===== src/rtl/tgm_pkg.sv =====
package tgm_pkg;

  localparam int unsigned DATA_W = 32;
  localparam int unsigned LANES  = DATA_W / 8;

  // Strobes handed from the request decoder to the storage datapath.
  typedef struct packed {
    logic             rd;      // capture a read result next edge
    logic             wr;      // update data lanes
    logic [LANES-1:0] lanes;   // which byte lanes to update
    logic             tagSet;  // raise the addressed tag
    logic             tagClr;  // drop the addressed tag
    logic             tagsOn;  // registered mode in force this cycle
  } tgmStrobes_t;

endpackage


===== src/rtl/tgm_ctrl.sv =====
module tgm_ctrl
  import tgm_pkg::*;
(
  input  logic             clk,
  input  logic             rstN,
  input  logic             tagsActive,
  input  logic             reqValid,
  input  logic             reqWrite,
  input  logic [LANES-1:0] reqByteEn,
  input  logic             reqPriv,
  input  logic             reqTagSet,
  output tgmStrobes_t      strobes,
  output logic             tagsOnQ
);

  logic wrReq;
  logic anyLane;
  logic privSet;

  // Mode register: defaults to tagged operation out of reset.
  always_ff @(posedge clk or negedge rstN) begin
    if (!rstN) tagsOnQ <= 1'b1;
    else       tagsOnQ <= tagsActive;
  end

  always_comb begin
    wrReq   = reqValid & reqWrite;
    anyLane = |reqByteEn;
    privSet = reqPriv & reqTagSet;

    strobes        = '0;
    strobes.rd     = reqValid & ~reqWrite;
    strobes.wr     = wrReq & anyLane;
    strobes.lanes  = reqByteEn;
    strobes.tagsOn = tagsOnQ;
    // The explicit privileged command is the only path to a set tag.
    strobes.tagSet = wrReq & tagsOnQ & privSet;
    // Any other modifying write, privileged or not, invalidates the word.
    strobes.tagClr = wrReq & tagsOnQ & anyLane & ~privSet;
  end

endmodule


===== src/rtl/tgm_datapath.sv =====
module tgm_datapath
  import tgm_pkg::*;
#(
  parameter int unsigned ADDR_W      = 6,
  parameter int unsigned GROUP_WORDS = 4
) (
  input  logic              clk,
  input  logic              rstN,
  input  tgmStrobes_t       strobes,
  input  logic [ADDR_W-1:0] addr,
  input  logic [DATA_W-1:0] wdata,
  output logic              rdValid,
  output logic [DATA_W-1:0] rdData,
  output logic              rdTag,
  output logic              rdGroupOk
);

  localparam int unsigned DEPTH  = 1 << ADDR_W;
  localparam int unsigned GRP_LG = $clog2(GROUP_WORDS);

  logic [DATA_W-1:0] dataMem [DEPTH];
  logic [DEPTH-1:0]  tagMem;
  logic [ADDR_W-1:0] groupBase;
  logic              groupAll;
  logic [DATA_W-1:0] mergedWord;

  // Byte-lane merge of new data into the current word.
  generate
    for (genvar ln = 0; ln < LANES; ln++) begin : g_lane
      assign mergedWord[ln*8 +: 8] = strobes.lanes[ln] ? wdata[ln*8 +: 8]
                                                        : dataMem[addr][ln*8 +: 8];
    end
  endgenerate

  // Aligned group containing the addressed word.
  always_comb begin
    groupBase = addr;
    if (GRP_LG > 0) groupBase[GRP_LG-1:0] = '0;
    groupAll = 1'b1;
    for (int k = 0; k < GROUP_WORDS; k++) begin
      groupAll = groupAll & tagMem[groupBase | ADDR_W'(k)];
    end
  end

  // Data storage.
  always_ff @(posedge clk or negedge rstN) begin
    if (!rstN) begin
      for (int w = 0; w < DEPTH; w++) dataMem[w] <= '0;
    end else if (strobes.wr) begin
      dataMem[addr] <= mergedWord;
    end
  end

  // Tag storage, kept apart from the data lanes.
  always_ff @(posedge clk or negedge rstN) begin
    if (!rstN) begin
      tagMem <= '0;
    end else if (strobes.tagSet) begin
      tagMem[addr] <= 1'b1;
    end else if (strobes.tagClr) begin
      tagMem[addr] <= 1'b0;
    end
  end

  // Read result registers.
  always_ff @(posedge clk or negedge rstN) begin
    if (!rstN) begin
      rdValid   <= 1'b0;
      rdData    <= '0;
      rdTag     <= 1'b0;
      rdGroupOk <= 1'b0;
    end else begin
      rdValid <= strobes.rd;
      if (strobes.rd) begin
        rdData    <= dataMem[addr];
        rdTag     <= tagMem[addr] & strobes.tagsOn;
        rdGroupOk <= groupAll & strobes.tagsOn;
      end
    end
  end

endmodule


===== src/rtl/tag_guard_mem.sv =====
module tag_guard_mem
  import tgm_pkg::*;
#(
  parameter int unsigned ADDR_W      = 6,
  parameter int unsigned GROUP_WORDS = 4
) (
  input  logic              clk,
  input  logic              rstN,
  input  logic              tagsActive,
  input  logic              reqValid,
  input  logic              reqWrite,
  input  logic [ADDR_W-1:0] reqAddr,
  input  logic [31:0]       reqWdata,
  input  logic [3:0]        reqByteEn,
  input  logic              reqPriv,
  input  logic              reqTagSet,
  output logic              rdValid,
  output logic [31:0]       rdData,
  output logic              rdTag,
  output logic              rdGroupOk
);

  tgmStrobes_t strobes;
  logic        tagsOnQ;

  tgm_ctrl u_ctrl (
    .clk        (clk),
    .rstN       (rstN),
    .tagsActive (tagsActive),
    .reqValid   (reqValid),
    .reqWrite   (reqWrite),
    .reqByteEn  (reqByteEn),
    .reqPriv    (reqPriv),
    .reqTagSet  (reqTagSet),
    .strobes    (strobes),
    .tagsOnQ    (tagsOnQ)
  );

  tgm_datapath #(
    .ADDR_W      (ADDR_W),
    .GROUP_WORDS (GROUP_WORDS)
  ) u_dp (
    .clk       (clk),
    .rstN      (rstN),
    .strobes   (strobes),
    .addr      (reqAddr),
    .wdata     (reqWdata),
    .rdValid   (rdValid),
    .rdData    (rdData),
    .rdTag     (rdTag),
    .rdGroupOk (rdGroupOk)
  );

endmodule


===== config.mk =====
export PLATFORM = sky130hd
export DESIGN_NAME = tag_guard_mem
export DESIGN_NICKNAME = d
export VERILOG_FILES = /design/src/rtl/tgm_pkg.sv /design/src/rtl/tgm_ctrl.sv /design/src/rtl/tgm_datapath.sv /design/src/rtl/tag_guard_mem.sv
export SDC_FILE = /design/constraint.sdc
export NUM_CORES = 2
export LEC_CHECK = 0
export BUFFER_PORTS_ARGS = -buffer_cell sky130_fd_sc_hd__buf_4
export CAP_MARGIN = 0
export CORE_UTILIZATION = 60
export DETAILED_ROUTE_END_ITERATION = 8
export PLACE_DENSITY_LB_ADDON = 0.12
export SYNTH_ARGS = -nofsm -noshare
export SYNTH_HDL_FRONTEND = slang
export SYNTH_SLANG_ARGS = --single-unit

===== constraint.sdc =====
create_clock -name clk -period 4.5 [get_ports clk]
set_input_delay 0.45 -clock clk [delete_from_list [all_inputs] [get_ports clk]]
set_output_delay 0.45 -clock clk [all_outputs]
set_load 0.01 [all_outputs]

==> impl_metrics.yaml <==
run_status:
  outcome: "finished, final reports clean"
detailed_routing:
  drt-pass1-iter-count: 6
  totalWireLength_mm: 315
  detail-route-antenna-nets: 0
  drc: 0
  viasPerCell: 6.51
  routedWlPerCell_um: 26.3
  vias: 78109
  drt_iter0_drc: 9934
clocking:
  cts_tree: "done"
  cts.sinks: 2148
  htree_levels: 4
  ctsResizeCount: 0
  clk_pin_slew_ns: 0.06
  root_buffer: "clkbuf_16"
  clk_latency_ns: 0.86
  clock_path_buffers: 3
  cts_buffers: 215
global_routing:
  grt_use_total_pct: 39.3
  grt_max_degree: 149
  grt_pass1_wl_mm: 476
  grt_overflow_total: 0
  grt_pass1_vias: 74950
  antenna_found_initial: 5
finish:
  multi_input_area_sq_um: 37800
  final_core_util_pct: 67.9
  design_area_sq_um: 107000
  seq_area_sq_um: 53800
  fill_cells: 12274
  areaGrowthSynthToFinish_pct: 12.3
  drive_gt1_share_pct: 9.12
  nNetsFinal: 9804
worst_setup_path:
  cp-end-kind: "flip-flop"
  crit_arrival_ns: 3.96
  worstPathCellList: "buf_4 -> nand2b_4 -> buf_12 -> o22ai_1 -> o31ai_1 -> nand4_1 -> o41ai_4 -> buf_4 -> o21ai_0"
  critical-path-slowest-cell: "o31ai_1"
  worst-path-max-fanout: 45
  cp.required_ns: 5.19
  cpPeakStageDelay_ns: 0.64
  cp_common_cell: "buf_4"
  worst-setup-path-type: "in2reg"
  start_kind: "input pin"
  ff2ff_setup_slack_ns: 1.49
logic_synthesis:
  ys_seq_area_share_pct: 56.2
  synth_async_sr_flop_share_pct: 100
  synth_area_per_cell_sq_um: 9.44
  ys.warnings.count: 0
  synth_cell_types: 59
  syn_nets: 10171
  ys.flop_type: "dfrtp_1"
  syn_area_sq_um: 95600
  syn_inst: 10122
  synth_seq_cells: 2148
  synth_edf_count: 0
floorplan:
  io_pins: 84
  dieArea_sq_um: 161000
  rows: 146
  start_util_pct: 60.4
  core_area_sq_um: 158000
  die_y_um: 401
  die_w_um: 401
timing:
  period_share_pct: 72.6
  max-slew-margin-rel_pct: 27.3
  fmax_ghz: 0.306
  finalHoldViolCount: 0
  fin_skew_ns: 0.0267
  final_max_slew_viol_count: 0
  worst_pin_slew_ns: 1.09
  rsz0062_at_grt: "no"
  fin_crit_ns: 3.27
  finalSetupViolations: 0
  tns_ns: 0
job:
  drv_cap: 0
place:
  place_congestion: 0.866
  place_hpwl_mm: 184
  postPlaceCellArea_sq_um: 100000
  port_buffers: 83
power:
  p_leak_nw: 47.4
  vdd.ir_drop.worst_v: 0.000451
  power_per_cell_area_nw_per_um2: 411
worst_hold_path:
  hold_class: "in2reg"
[sequential cells by signal, indices dropped and copies added, names as in the netlist, named ones only]
register / flops
u_dp.rdData: 32
u_dp.rdValid: 1
u_dp.rdGroupOk: 1
u_dp.dataMem: 2048
u_ctrl.tagsOnQ: 1
u_dp.rdTag: 1
[cells by family (layout without fill, tap and decap cells)]
kind of cell    count (synthesis)  after routing  share of synthesized area [%]
compound gates               3365           3365                           21.3
mux                           542            542                           5.88
other cells                     0              4                              0
flops                        2148           2148                           56.2
buf+inv                      1311           1114                           5.40
simple gates                 2756           2756                           11.2
[worst max-delay path, delay by kind of cell]
family / cells / cell delay, ns
simple gates: 2 / 0.78
compound gates: 4 / 1.38
buf+inv: 3 / 1.22
[layer usage]
layer,GRT usage (%),routed length (um)
met5,0,7
met4,19.1,16700
met3,8.31,30800
met2,60.1,141000
met1,53.6,126000
[layout by cell type, fill, tap and decap left out, drive strengths merged, types with 5 or more instances in the layout]
master,instances
dfrtp,2147
bufinv,18
a32o,36
o2111ai,61
nand2b,39
nand2,2561
o32ai,303
nor2b,42
clkinv,42
o22a,29
a221o,73
o22ai,263
a22oi,5
inv,316
nor2,15
a221oi,63
buf,417
mux2i,523
nand3,76
o31ai,216
o21a,27
a21oi,42
o21ai,2220
mux4,15
clkbuf,316
[cell type report]
| type | instances | area share [%] |
|---|---|---|
| Inverter | 308 | 1.08 |
| Tap cell | 2072 | 2.41 |
| Timing Repair Buffer | 419 | 4.40 |
| Multi-Input combinational cell | 6663 | 35.2 |
| Clock inverter | 71 | 0.897 |
| Antenna cell | 4 | 0.00932 |
| Sequential cell | 2148 | 50.1 |
| Clock buffer | 316 | 5.89 |
[power breakdown]
part           total [W]  internal [W]  switching (W)
Sequential        0.0214        0.0207       0.000724
Clock             0.0185        0.0107        0.00772
Combinational    0.00425       0.00140        0.00285
Total             0.0441        0.0328         0.0113
[final timing paths]
check                                                  to  depth (start not counted)                      startpoint
max                        u_dp.dataMem[1699]$_DFFE_PN0P_                          9                      reqAddr[0]
min                                             flip-flop                          4                      reqAddr[5]
max reg2reg                   u_dp.rdData[17]$_DFFE_PN0P_                          6  u_dp.dataMem[1105]$_DFFE_PN0P_
min reg2reg                   u_dp.rdData[15]$_DFFE_PN0P_                          2     u_dp.rdData[15]$_DFFE_PN0P_
max in group asynchronous   u_dp.dataMem[417]$_DFFE_PN0P_                          3                            rstN
min in group asynchronous   u_dp.dataMem[874]$_DFFE_PN0P_                          2                            rstN
[stage by stage]
step / power [W] / hold slack [ns] / std cells / setup WS (ns)
5_1_grt: 0.0456 / 0.146 / 11997 / 1.18
4_1_cts: 0.0442 / 0.0845 / 11997 / 1.37
3_5_place_dp: 0.0259 / 0.458 / 11608 / 0.451
3_3_place_gp: 0.0257 / 0.454 / 11608 / 0.513
6_report: 0.0441 / 0.144 / 12001 / 1.23
2_1_floorplan: 0.0240 / 0.154 / 10122 / 1.51
[timing repair]
item	CTS	global route
hold buffers	2	0
hold endpoints to repair	75	0
buffers inserted	0	0
[cells in the mapped netlist (4+ instances only)]
cell	n	area share (%)
mux2_2	4	0.047
mux2i_1	523	5.5
a221oi_1	63	0.58
or2_2	4	0.026
o21a_1	27	0.21
buf_1	35	0.14
dfrtp_1	2147	56
and3_1	4	0.026
a22oi_1	5	0.039
nand3_2	4	0.042
mux4_2	15	0.35
buf_4	11	0.086
buf_2	112	0.59
a22o_1	4	0.037
clkbuf_1	823	3.2
o2111ai_1	61	0.56
a32o_1	36	0.38
inv_1	308	1.2
o31ai_2	29	0.38
a31oi_1	4	0.026
nor2_1	12	0.047
o21ai_1	186	0.97
o32ai_1	303	2.8
o31ai_1	186	1.5
o21ai_0	2034	11
nor2b_1	42	0.27
a21oi_1	42	0.22
nand2b_1	39	0.26
nand2_1	2560	10
clkbuf_2	17	0.089
nand3_1	72	0.38
buf_6	5	0.059
o22a_1	29	0.27
a221o_1	73	0.76
o22ai_1	263	1.7
No activity file was read; power rests on OpenSTA's default activity.
